File: config.mk
export PLATFORM = sky130hd
export DESIGN_NAME = xbus_cycle_ctrl
export DESIGN_NICKNAME = d
export VERILOG_FILES = /design/src/rtl/xbc_pkg.sv /design/src/rtl/xbc_route.sv /design/src/rtl/xbc_width.sv /design/src/rtl/xbc_seq.sv /design/src/rtl/xbus_cycle_ctrl.sv
export SDC_FILE = /design/constraint.sdc
export NUM_CORES = 1
export LEC_CHECK = 0
export ABC_AREA = 1
export BUFFER_PORTS_ARGS = -buffer_cell sky130_fd_sc_hd__buf_4
export CAP_MARGIN = 10
export CELL_PAD_IN_SITES_DETAIL_PLACEMENT = 0
export CELL_PAD_IN_SITES_GLOBAL_PLACEMENT = 2
export CORE_AREA = 2 2 129 131
export DETAILED_ROUTE_END_ITERATION = 12
export DIE_AREA = 0 0 131 133
export HOLD_SLACK_MARGIN = 0.1
export PLACE_DENSITY_LB_ADDON = 0.1
export SETUP_SLACK_MARGIN = 0.3
export SYNTH_ARGS = -nofsm -noshare
export SYNTH_HDL_FRONTEND = slang
export SYNTH_HIERARCHICAL = 1
export SYNTH_SLANG_ARGS = --single-unit
File: constraint.sdc
create_clock -name clk -period 1.29 [get_ports clk]
set_input_delay 0.0645 -clock clk [delete_from_list [all_inputs] [get_ports clk]]
set_output_delay 0.0645 -clock clk [all_outputs]
set_load 0.01 [all_outputs]
File: src/rtl/xbc_pkg.sv
package xbc_pkg;
  localparam int XB_W = 16;

  typedef enum logic [2:0] {
    PH_IDLE,
    PH_ADDR,
    PH_REL,
    PH_DATA,
    PH_END
  } phase_t;
endpackage

File: src/rtl/xbc_route.sv
module xbc_route #(
  parameter int W = 16,
  parameter logic [W-1:0] ROM_LO = '0,
  parameter logic [W-1:0] ROM_HI = '1
) (
  input  logic         clk,
  input  logic         rst,
  input  logic         ext_sel,
  input  logic [W-1:0] addr,
  output logic         internal
);
  logic ea_q;

  // external-access level is only sampled while reset is held
  always_ff @(posedge clk) begin
    if (rst) ea_q <= ext_sel;
  end

  assign internal = ea_q && (addr >= ROM_LO) && (addr <= ROM_HI);
endmodule

File: src/rtl/xbc_width.sv
module xbc_width (
  input  logic clk,
  input  logic rst,
  input  logic cfg_a,
  input  logic cfg_b,
  input  logic width_pin,
  output logic wide,
  output logic cfg_err
);
  // 11 -> pin decides, 10 -> 16-bit, 01 -> 8-bit, 00 -> illegal, 8-bit
  always_comb begin
    unique case ({cfg_a, cfg_b})
      2'b11:   wide = width_pin;
      2'b10:   wide = 1'b1;
      default: wide = 1'b0;
    endcase
  end

  always_ff @(posedge clk) begin
    if (rst) cfg_err <= 1'b0;
    else     cfg_err <= !cfg_a && !cfg_b;
  end

  assert_err_flag_R3: assert property (@(posedge clk) disable iff (rst)
    (!cfg_a && !cfg_b) |=> cfg_err);
  assert_err_clear_R3: assert property (@(posedge clk) disable iff (rst)
    (cfg_a || cfg_b) |=> !cfg_err);
endmodule

File: src/rtl/xbc_seq.sv
module xbc_seq
  import xbc_pkg::*;
#(
  parameter int W = XB_W
) (
  input  logic         clk,
  input  logic         rst,
  input  logic         req_valid,
  output logic         req_ready,
  input  logic         req_write,
  input  logic         req_fetch,
  input  logic         req_word,
  input  logic [W-1:0] req_addr,
  input  logic [W-1:0] req_wdata,
  input  logic         internal,
  input  logic         wide,
  input  logic         cfg_advl,
  input  logic         cfg_wrlow,
  input  logic [W-1:0] ad_in,
  output logic         done,
  output logic         int_hit,
  output logic [W-1:0] rdata,
  output logic [W-1:0] ad_out,
  output logic         ad_oe,
  output logic         strb,
  output logic         rd_n,
  output logic         wr_n,
  output logic         inst
);
  localparam int HB = W / 2;

  phase_t       ph;
  logic         op_write, op_word, op_wide, op_ext, op_advl, op_wrlow;
  logic         two, beat;
  logic [W-1:0] base, wdat;
  logic [W-1:0] cur_addr, wdrive;
  logic         wen;

  always_comb begin
    cur_addr = two ? {base[W-1:1], beat} : base;
    wen      = !op_wrlow || !cur_addr[0];
    if (op_wide) wdrive = op_word ? wdat : {wdat[HB-1:0], wdat[HB-1:0]};
    else         wdrive = {{HB{1'b0}}, (op_word && beat) ? wdat[W-1:HB] : wdat[HB-1:0]};
  end

  assign req_ready = (ph == PH_IDLE);

  always_ff @(posedge clk) begin
    if (rst) begin
      ph <= PH_IDLE;
      done <= 1'b0; int_hit <= 1'b0; rdata <= '0;
      ad_out <= '0; ad_oe <= 1'b0; strb <= 1'b0;
      rd_n <= 1'b1; wr_n <= 1'b1; inst <= 1'b0;
      op_write <= 1'b0; op_word <= 1'b0; op_wide <= 1'b0; op_ext <= 1'b0;
      op_advl <= 1'b0; op_wrlow <= 1'b0; two <= 1'b0; beat <= 1'b0;
      base <= '0; wdat <= '0;
    end else begin
      unique case (ph)
        PH_IDLE: begin
          done <= 1'b0; int_hit <= 1'b0;
          strb <= cfg_advl;
          rd_n <= 1'b1; wr_n <= 1'b1; ad_oe <= 1'b0; inst <= 1'b0;
          if (req_valid) begin
            op_write <= req_write; op_word <= req_word; op_wide <= wide;
            op_advl <= cfg_advl; op_wrlow <= cfg_wrlow;
            base <= req_addr; wdat <= req_wdata;
            beat <= 1'b0;
            two  <= req_word && !wide;
            if (internal) begin
              op_ext <= 1'b0;
              ph <= PH_END;
              done <= 1'b1; int_hit <= 1'b1;
            end else begin
              op_ext <= 1'b1;
              ph <= PH_ADDR;
              ad_out <= (req_word && !wide) ? {req_addr[W-1:1], 1'b0} : req_addr;
              ad_oe <= 1'b1;
              strb <= !cfg_advl;
              inst <= req_fetch;
            end
          end
        end
        PH_ADDR: begin
          ph <= PH_REL;
          strb <= 1'b0;
          ad_oe <= 1'b0;
        end
        PH_REL: begin
          ph <= PH_DATA;
          rd_n <= op_write;
          wr_n <= !(op_write && wen);
          ad_oe <= op_write;
          if (op_write) ad_out <= wdrive;
        end
        PH_DATA: begin
          ph <= PH_END;
          rd_n <= 1'b1; wr_n <= 1'b1; ad_oe <= 1'b0;
          strb <= op_advl;
          done <= (beat == two);
          if (!op_write) begin
            if (op_wide)
              rdata <= op_word ? ad_in
                     : {{HB{1'b0}}, base[0] ? ad_in[W-1:HB] : ad_in[HB-1:0]};
            else if (!op_word)
              rdata <= {{HB{1'b0}}, ad_in[HB-1:0]};
            else if (beat)
              rdata[W-1:HB] <= ad_in[HB-1:0];
            else
              rdata[HB-1:0] <= ad_in[HB-1:0];
          end
        end
        PH_END: begin
          done <= 1'b0; int_hit <= 1'b0;
          if (op_ext && two && !beat) begin
            beat <= 1'b1;
            ph <= PH_ADDR;
            ad_out <= {base[W-1:1], 1'b1};
            ad_oe <= 1'b1;
            strb <= !op_advl;
          end else begin
            ph <= PH_IDLE;
            inst <= 1'b0;
            strb <= cfg_advl;
          end
        end
        default: ph <= PH_IDLE;
      endcase
    end
  end

  assert_one_strobe_R8: assert property (@(posedge clk) disable iff (rst)
    !(!rd_n && !wr_n));
  assert_ale_pulse_R6: assert property (@(posedge clk) disable iff (rst)
    (ph == PH_REL) |-> !strb);
  assert_done_pulse_R12: assert property (@(posedge clk) disable iff (rst)
    done |=> !done);
  assert_idle_quiet_R7: assert property (@(posedge clk) disable iff (rst)
    (ph == PH_IDLE) |-> (rd_n && wr_n && !ad_oe && !inst));
  assert_int_nobus_R10: assert property (@(posedge clk) disable iff (rst)
    int_hit |-> (rd_n && wr_n && !ad_oe && !inst && done));
  assert_phase_order_R5: assert property (@(posedge clk) disable iff (rst)
    (ph == PH_ADDR) |=> (ph == PH_REL));
endmodule

File: src/rtl/xbus_cycle_ctrl.sv
module xbus_cycle_ctrl
  import xbc_pkg::*;
#(
  parameter logic [XB_W-1:0] ROM_LO = 16'h2000,
  parameter logic [XB_W-1:0] ROM_HI = 16'h5FFF
) (
  input  logic            clk,
  input  logic            rst,
  input  logic            req_valid,
  output logic            req_ready,
  input  logic            req_write,
  input  logic            req_fetch,
  input  logic            req_word,
  input  logic [XB_W-1:0] req_addr,
  input  logic [XB_W-1:0] req_wdata,
  output logic            done,
  output logic            int_hit,
  output logic [XB_W-1:0] rdata,
  input  logic            cfg_a,
  input  logic            cfg_b,
  input  logic            cfg_advl,
  input  logic            cfg_wrlow,
  input  logic            ext_sel,
  input  logic            width_pin,
  output logic            cfg_err,
  output logic [XB_W-1:0] ad_out,
  output logic            ad_oe,
  input  logic [XB_W-1:0] ad_in,
  output logic            strb,
  output logic            rd_n,
  output logic            wr_n,
  output logic            inst
);
  logic internal, wide;

  xbc_route #(.W(XB_W), .ROM_LO(ROM_LO), .ROM_HI(ROM_HI)) u_route (
    .clk(clk), .rst(rst), .ext_sel(ext_sel), .addr(req_addr), .internal(internal)
  );

  xbc_width u_width (
    .clk(clk), .rst(rst), .cfg_a(cfg_a), .cfg_b(cfg_b),
    .width_pin(width_pin), .wide(wide), .cfg_err(cfg_err)
  );

  xbc_seq #(.W(XB_W)) u_seq (
    .clk(clk), .rst(rst),
    .req_valid(req_valid), .req_ready(req_ready),
    .req_write(req_write), .req_fetch(req_fetch), .req_word(req_word),
    .req_addr(req_addr), .req_wdata(req_wdata),
    .internal(internal), .wide(wide),
    .cfg_advl(cfg_advl), .cfg_wrlow(cfg_wrlow), .ad_in(ad_in),
    .done(done), .int_hit(int_hit), .rdata(rdata),
    .ad_out(ad_out), .ad_oe(ad_oe), .strb(strb),
    .rd_n(rd_n), .wr_n(wr_n), .inst(inst)
  );
endmodule

Word-level counts from Yosys, hierarchy flattened

Index checks and enable logic that the tools add are counted.

Add/subtract/negate cells: 0
Multiply operators: 0
Divide/modulo/power cells: 0
$lt $le $gt $ge: 2
Equal/unequal tests: 14
Shift operators: 0
Multiplexer cells: 41
Bitwise operators: 1
Reductions and logical operators: 34

Operators by type and width:

| cell                                                              | number |
|---|---|
| two-way mux 16 bit                                                | 9 |
| case mux 16 bit (3 select lines)                                  | 1 |
| two-way mux 8 bit                                                 | 4 |
| >= comparator 16 x 14 -> 1 bit (second input constant)            | 1 |
| less-or-equal comparator 16 x 15 -> 1 bit (second input constant) | 1 |
| two-way mux 1 bit                                                 | 15 |
| case mux 3 bit (5 select lines)                                   | 1 |
| case mux 1 bit (2 select lines)                                   | 6 |
| logical NOT 1 bit                                                 | 9 |
| AND reduction 3 bit                                               | 3 |
| logical AND 1 bit                                                 | 8 |
| case mux 1 bit (4 select lines)                                   | 2 |
| nonzero test 4 bit                                                | 2 |
| == test 3 x 2 -> 1 bit (second input constant)                    | 2 |
| two-way mux 3 bit                                                 | 2 |
| != test 2 bit (second input constant)                             | 3 |
| != test 3 bit (second input constant)                             | 2 |
| AND reduction 2 bit                                               | 3 |
| nonzero test 3 bit                                                | 2 |
| AND reduction 5 bit                                               | 1 |
| == test 2 bit (second input constant)                             | 2 |
| != test 2 x 1 -> 1 bit (second input constant)                    | 2 |
| nonzero test 2 bit                                                | 2 |
| OR reduction 2 bit                                                | 2 |
| other kinds (7)                                                   | 7 |

Register bits after elaboration: 84
Latch bits: 0
RAM bits: 0
ROM bits: 0
Bits of input ports: 60
Output and inout bits: 41
Logic and storage cells: 115
Memories: 0

Depth between registers and ports, before layout

Gate-level depths: netlist (run 1).

Word-level depth: 8
Mapped depth: 11
Depth with buffers taken out: 11

Cells and area by module

The synthesis (run 1) kept the hierarchy.

Modules (own cells, without submodules):

| module    | times used | cells each | area each (um^2) | seq. area each (um^2) |
|---|---|---|---|---|
| xbc_seq   | 1          | 584        | 4,020.1          | 1,641.6 |
| xbc_route | 1          | 6          | 50.0             | 30.0 |
| xbc_width | 1          | 8          | 50.0             | 20.0 |

Least setup slack after synthesis (run 1)

OpenSTA, ideal clock, no wires.

Path kind: register -> register
Start: register u_route.ea_q
End: register u_seq.ad_out[15]
Setup time: 0.113 ns
Arrival: 1.220 ns
Required time: 1.177 ns
Setup slack: -0.043 ns
Cell stages (with the launch flop): 11
Path buffers: 1
Period minus slack after synthesis: 1.333 ns
Cell sequence: edfxtp_1 > nand3_1 > nor2_1 > inv_1 > nand2_1 > nand2_1 > nand3_4 > buf_6 > nand2_1 > nand2_1 > nor2_1

Cells in the longest elaborated chain, start to end: 4

RTL lines:

| element                         | line                  | source |
|---|---|---|
| start: declaration              | xbc_route.sv:12       | `logic ea_q;` |
| start signal: assignment        | xbc_route.sv:16       | `if (rst) ea_q <= ext_sel;` |
| logical AND 1 bit (2 in series) | xbc_route.sv:19       | `assign internal = ea_q && (addr >= ROM_LO) && (addr <= ROM_HI);` |
| named net internal              | xbus_cycle_ctrl.sv:34 | `logic internal, wide;` |
| != test 2 bit (no line)         | --                    |  |
| AND reduction 5 bit (no line)   | --                    |  |
| end signal: assignment          | xbc_seq.sv:76         | `ad_out <= (req_word && !wide) ? {req_addr[W-1:1], 1'b0} : req_addr;` |
| end signal: assignment          | xbc_seq.sv:93         | `if (op_write) ad_out <= wdrive;` |
| end signal: assignment          | xbc_seq.sv:117        | `ad_out <= {base[W-1:1], 1'b1};` |
| end: declaration                | xbc_seq.sv:23         | `output logic [W-1:0] ad_out,` |

The timed path passes the listed nets, and every way through them passes these cells.
A chain may end at the register's enable or synchronous reset.

Worst setup path after layout (run 1)

Start: register u_seq.ph[0]
End: register u_seq.wdat[14]

Cells in the longest elaborated chain, start to end: 2

RTL lines:

| element                       | line          | source |
|---|---|---|
| start: declaration            | xbc_seq.sv:32 | `phase_t ph;` |
| start signal: assignment      | xbc_seq.sv:50 | `ph <= PH_IDLE;` |
| start signal: assignment      | xbc_seq.sv:71 | `ph <= PH_END;` |
| start signal: assignment      | xbc_seq.sv:75 | `ph <= PH_ADDR;` |
| logical NOT 3 bit             | xbc_seq.sv:58 | `unique case (ph)` |
| AND reduction 2 bit (no line) | --            |  |
| end signal: assignment        | xbc_seq.sv:66 | `base <= req_addr; wdat <= req_wdata;` |
| end: declaration              | xbc_seq.sv:35 | `logic [W-1:0] base, wdat;` |

No other way between the ends.

==> results of run 1 <==
==> cell usage after synthesis <==
cell type / n / area, sq um
nand2_1: 141 / 529
dfxtp_1: 83 / 1660
inv_1: 74 / 278
o21ai_0: 65 / 325
a21oi_1: 61 / 305
nand3_1: 56 / 280
nor2_1: 38 / 143
nand4_1: 11 / 68.8
buf_2: 10 / 50.1
buf_6: 10 / 113
clkbuf_1: 10 / 37.5
buf_4: 4 / 30.0
inv_2: 3 / 11.3
inv_4: 3 / 18.8
nand2_4: 3 / 33.8
nand3_2: 3 / 30.0
nand2_2: 2 / 12.5
nand3_4: 2 / 35.0
nor2_2: 2 / 12.5
nor2_4: 2 / 22.5
o211ai_1: 2 / 15.0
o21ai_1: 2 / 10.0
a211o_1: 1 / 8.76
a211oi_1: 1 / 7.51
a21boi_0: 1 / 7.51
buf_1: 1 / 3.75
edfxtp_1: 1 / 30.0
nand3b_1: 1 / 7.51
nor3_1: 1 / 5.00
nor4_1: 1 / 6.26
o21bai_1: 1 / 7.51
o31ai_1: 1 / 7.51
or2_2: 1 / 6.26
==> flip-flops by register name, summed over array words and instances (netlist names), 3 cells and up <==
register and cells:
u_seq/ph 3, u_seq/rdata 16, u_seq/base 16, u_seq/wdat 16
u_seq/ad_out 16
==> how the worst max path moves through the flow <==
stage                            from               end  depth (start not counted)
after floorplan           u_seq/ph[1]  u_seq/ad_out[15]                          9
after global placement    u_seq/ph[1]    u_seq/op_wrlow                          7
after CTS                 u_seq/ph[0]    u_seq/wdat[14]                          7
final                     u_seq/ph[0]    u_seq/wdat[14]                          7
after detailed placement  u_seq/ph[1]    u_seq/op_wrlow                          7
after global routing      u_seq/ph[0]    u_seq/wdat[15]                          7
==> cell type report <==
cell class | instances | area share
Multi-Input combinational cell | 401 | 0.335
Timing Repair Buffer | 203 | 0.274
Sequential cell | 84 | 0.254
Inverter | 80 | 0.0513
Tap cell | 220 | 0.0410
Clock buffer | 12 | 0.0382
Clock inverter | 4 | 0.00709
==> what timing repair did <==
item / 4_1_cts / 5_1_grt
gates cloned: 3 / 3
gates resized for setup: 78 / 57
endpoints found under the setup margin: 83 / 84
setup buffers: 7 / 0
pin swaps: 14 / 20
endpoints found under the hold margin: 40 / 0
hold buffers: 40 / 0
==> stage by stage <==
stage	setup TNS [ns]	area (sq um)	hold WS [ns]
2_1_floorplan	0	4210	0.131
3_3_place_gp	-3.34	5400	0.244
3_5_place_dp	-4.31	5400	0.245
4_1_cts	-1.92	6430	0.123
5_1_grt	-7.62	6710	0.147
6_report	-3.04	6710	0.137
==> worst max-delay path, stage by stage, from the launching register on <==
cell	delay [ns]
dfxtp_2	0.35
nor2_4	0.21
nand2_4	0.09
inv_6	0.08
nand2_8	0.14
clkbuf_16	0.20
o21ai_2	0.14
a21oi_1	0.06
==> power breakdown <==
part | internal, uW | switching, uW
sequential | 3030 | 247
combinational | 1660 | 1960
clock | 1600 | 1150
==> cells by family (layout without fill, tap and decap cells) <==
logic type | Yosys count | in the layout
AND/OR/NAND/NOR | 264 | 266
AO/OA/AOI/OAI | 135 | 135
buffers and inverters | 115 | 299
flip-flops | 84 | 84
==> cell usage in the layout, fill, tap and decap left out, types with 19 or more instances in the layout <==
| master | instances |
|---|---|
| buf_4 | 134 |
| nand2_1 | 134 |
| dfxtp_1 | 77 |
| inv_1 | 70 |
| nand3_1 | 50 |
| a21oi_1 | 45 |
| dlygate4sd3_1 | 40 |
| nor2_1 | 30 |
| o21ai_2 | 24 |
| o21ai_0 | 22 |
| buf_6 | 19 |
| o21ai_1 | 19 |
==> layer usage <==
layer / share of wire / up-vias
li1: - / 2305
met1: 0.49 / 2065
met2: 0.46 / 89
met3: 0.039 / 14
met4: 0.015 / 0
met5: 0 / -
==> impl_metrics.tcl, run 1 <==
set metrics [dict create \
    status "finished, violations left" \
    violations "setup timing" \
    ys_seq_area_frac 0.411 \
    synth_adder_area_share 0 \
    fin_nets 839 \
    place_ws_ns -0.138 \
    dpl.hpwl_microns 10200 \
    tightest_slew_ns 0.432 \
    drive_gt1_frac 0.353 \
    drt_pre_antenna_iters 4 \
    netlist_area_sq_um 4120 \
    worstReg2RegEnd "u_seq/wdat[14]" \
    rows 47 \
    r2r_setup_slack_ns -0.11 \
    grt_pass1_wl_microns 23600 \
    ir_drop_mv 0.691 \
    crit_fanout 9 \
    track_usage 0.177 \
    hold_depth 3 \
    ant_nets 0 \
    first_global_vias 4335 \
    cap_viol_max_count 0 \
    dieArea_sq_um 17400 \
    worst_slack_ns -0.109 \
    seqCellArea_sq_um 1700 \
    fmax_ghz 0.715 \
    final_cells 1004 \
    clk_path_buf_depth 2 \
    synth_xor_area_frac 0 \
    synth_compound_area_frac 0.169 \
    cts_root_buf "clkbuf_16" \
    ys_ff_latch 84 \
    initial_core_util 0.255 \
    rsz0062_at_grt "yes" \
    grt_overflow 0 \
    cts_max_level 3 \
    min_from "req_valid" \
    whs_endpoint "u_seq/ph[2]" \
    clock_skew_ns 0.00852 \
    via_per_inst 4.46 \
    cp.required_ns 1.53 \
    path_clk_slew_ns 0.07 \
    grt_start_max_net_pins 28 \
    setup_viol 57 \
    synthCells 598 \
    die_h_microns 133 \
    leakage_uw 0.00292 \
    synthSimpleGateAreaFrac 0.289 \
    synth-warning-count 6 \
    hold_viol_final 0 \
    utilization 0.415 \
    wl_per_cell_microns 15.1 \
    numCtsBuffers 9 \
    syn_area_per_cell_sq_um 6.89 \
    vias 4473 \
    clkLatencyLatePin_ns 0.35 \
    gp_congestion 0.770 \
    reg2reg_depth 7 \
    arrival_ns 1.64 \
    slew_headroom 0.709 \
    multi_input_area_sq_um 2240 \
    post-place-cells 935 \
    die_w_microns 131 \
    crit_type "reg -> reg" \
    fillers 1718 \
    numClockSinks 84 \
    use_met2 0.271 \
    antennaDiodeCount 0 \
    syn_nets 658 \
    synthMuxAreaShare 0 \
    cp-start-kind "flip-flop" \
    grt.busiest_layer "met2" \
    antenna_found_initial 0 \
    synth_top_family_by_area "simple AND/OR/NAND/NOR gates" \
    drtIter0Drc 219 \
    worstHoldPathType "in -> reg" \
    end_kind "flip-flop" \
    drt_wl_total_microns 15200 \
    drc 0 \
    design.portCount 101 \
    port-buffer-count 100 \
    area_growth_pct 62.8 \
    p_total_uw 9660 \
    cts_tree "yes" \
    period_minus_slack_ns 1.40 \
    grt_use_met1 0.253 \
    p_per_area_nw_per_um2 1440 \
    fin_crit_sh 1.08 \
    timing.rr.start "u_seq/ph[0]" \
    use_met3 0.0243 \
    synth_cell_types 33 \
    drv_slew 0 \
    core_region_area_sq_um 16200 \
]
(Power assumes the default switching activity.)
==> run 2: changes to the inputs <==
Settings changed: BUFFER_PORTS_ARGS -buffer_cell sky130_fd_sc_hd__buf_4 to unset, CORE_AREA 2 2 129 131 to 2 2 119 121, DIE_AREA 0 0 131 133 to 0 0 121 123, DONT_BUFFER_PORTS set to 1, SYNTH_HIERARCHICAL 1 to unset.
==> run 2 against run 1 <==
- the run ends with hold timing, setup timing left
- hold slack lost 0.36 ns
- combinational power down 11%
- global-route usage up 1.5 points
- utilization up 4.5 points
- largest cell class unchanged
- highest routed layer unchanged
==> impl_metrics.tcl, run 2 <==
set metrics [dict create \
    initial_core_util 0.296 \
    setup_viol 31 \
    synth-warning-count 0 \
    netlist_area_sq_um 4030 \
    violations "hold timing, setup timing" \
    grt_pass1_wl_microns 21800 \
    gp_congestion 0.771 \
    synthCells 593 \
    area_growth_pct 55.1 \
    holdWs_ns -0.221 \
    syn_nets 653 \
    ys_ff_latch 84 \
    clkLatencyLatePin_ns 0.34 \
    synthSimpleGateAreaFrac 0.292 \
    syn_area_per_cell_sq_um 6.80 \
    ir_drop_mv 0.677 \
    fin_nets 753 \
    synth_top_family_by_area "simple AND/OR/NAND/NOR gates" \
    synth_area_leader_cell "dfxtp_1" \
    via_per_inst 4.69 \
    tightest_slew_ns 0.475 \
    rows 43 \
    rsz0062_at_grt "yes" \
    ant_nets 0 \
    yosysMostFrequentCell "nand2_1" \
    end_kind "flip-flop" \
    vias 4121 \
    clock_skew_ns 0.00523 \
    core_region_area_sq_um 13600 \
    grt_start_max_net_pins 45 \
    port-buffer-count 0 \
    postPlaceCellArea_sq_um 4570 \
    grt_overflow 0 \
    timing.rr.start "u_seq.ph[1]" \
    clk_path_buf_depth 2 \
    die_h_microns 123 \
    antennaDiodeCount 0 \
    fin_tns_setup_ns -0.773 \
    path_clk_slew_ns 0.06 \
    synth_ff_type "dfxtp_1" \
    cts_tree "yes" \
    synth_adder_area_share 0 \
    cap_viol_max_count 0 \
    mostFrequentLayoutCells "118 x nand2_1, 77 x dfxtp_1, 64 x nor2_1" \
    hold_viol_final 17 \
    synth_edf_count 1 \
    antenna_found_initial 0 \
    design.portCount 101 \
    dpl.hpwl_microns 9220 \
    slew_headroom 0.683 \
    fin_crit_sh 1.03 \
    worst_slack_ns -0.0448 \
    die_w_microns 121 \
    min_from "rst" \
    fillers 1410 \
    numCtsBuffers 9 \
    cts_hold_buffers 57 \
    drtIter0Drc 125 \
    numClockSinks 84 \
    synth_cell_types 32 \
    arrival_ns 1.57 \
    drive_gt1_frac 0.305 \
    final_common_cell "nand2_1" \
    synth_xor_area_frac 0 \
    design_area_sq_um 6250 \
    synth_compound_area_frac 0.171 \
    synth_top_cell_area_share 0.412 \
    drt_pre_antenna_iters 4 \
    fmax_ghz 0.749 \
    worstHoldPathType "in -> reg" \
    place_ws_ns -0.0889 \
    status "finished, violations left" \
    cts_root_buf "clkbuf_16" \
    synthMuxAreaShare 0 \
    synthArstFlopShare 0 \
    cp-start-kind "flip-flop" \
    wl_per_cell_microns 15.7 \
    first_global_vias 4139 \
    final_cells 878 \
    drc 0 \
    startpoint "u_seq.ph[1]" \
    yosys-top-cells-count "138 x nand2_1, 83 x dfxtp_1, 79 x nor2_1, 72 x o21ai_0, 62 x inv_1" \
    cts_max_level 3 \
    crit_fanout 16 \
    drv_slew 0 \
    track_usage 0.192 \
    post-place-cells 788 \
    p_per_area_nw_per_um2 1500 \
    cp.required_ns 1.53 \
    leakage_uw 0.00257 \
    crit_type "reg -> reg" \
    drt_wl_total_microns 13700 \
    period_minus_slack_ns 1.33 \
    ys_seq_area_frac 0.419 \
    dieArea_sq_um 14900 \
    synth.area.top_cells "dfxtp_1 41%, nand2_1 13%, o21ai_0 8.9%" \
]
[run 2: logic make-up (layout without fill, tap and decap cells)]
family / Yosys count / after routing
buffers and inverters: 102 / 204
AO/OA/AOI/OAI: 132 / 132
flip-flops: 84 / 84
AND/OR/NAND/NOR: 275 / 278
[run 2: repair_timing]
action | in CTS | in global routing
endpoints found under the hold margin | 85 | 18
gates cloned | 8 | 2
resized for setup | 92 | 77
endpoints found under the setup margin | 82 | 82
pin swaps | 20 | 29
buffers inserted | 6 | 1
[run 2: worst paths after layout]
kind	cells after the start	slack (ns)	endpoint
max	9	-0.04	u_seq.ad_out[3]
min	1	-0.22	u_seq.rdata[13]
max reg2reg	9	-0.04	u_seq.ad_out[3]
min reg2reg	2	0.47	u_seq.op_advl
[run 2: metrics by stage]
step / total power, uW / util
3_3_place_gp: 5830 / 0.336
3_5_place_dp: 5840 / 0.336
4_1_cts: 9180 / 0.434
2_1_floorplan: 5110 / -
5_1_grt: 9940 / 0.459
6_report: 9350 / 0.459
[run 2: routing by layer]
layer	share of wire	GRT usage	vias up
met5	0	0	-
met4	0.018	0.0756	0
met3	0.046	0.0337	21
met2	0.50	0.331	85
met1	0.43	0.239	1902
li1	-	-	2113
[run 2: layout make-up]
type / count / area [sq um] / area share
Multi-Input combinational cell: 410 / 2440 / 0.390
Sequential cell: 84 / 1710 / 0.274
Timing Repair Buffer: 115 / 1230 / 0.197
Inverter: 69 / 292 / 0.0466
Clock buffer: 12 / 256 / 0.0410
Tap cell: 180 / 225 / 0.0360
Timing Repair inverter: 4 / 55.1 / 0.00880
Clock inverter: 4 / 46.3 / 0.00740
[run 2: critical path: stages, from the launching register on]
cell and delay (ns):
dfxtp_4 0.36, nor2_4 0.16, nand2_2 0.13, nor2_4 0.13, nor2_4 0.06, nand3_4 0.09, buf_12 0.15, nand2_1 0.05
nand2_1 0.05, nor2_1 0.04
[run 2: where the power goes]
group | switching, uW | internal, uW | leakage (uW)
Sequential | 391 | 3040 | 0.000696
Clock | 1090 | 1600 | 0.000153
Combinational | 1800 | 1430 | 0.00172
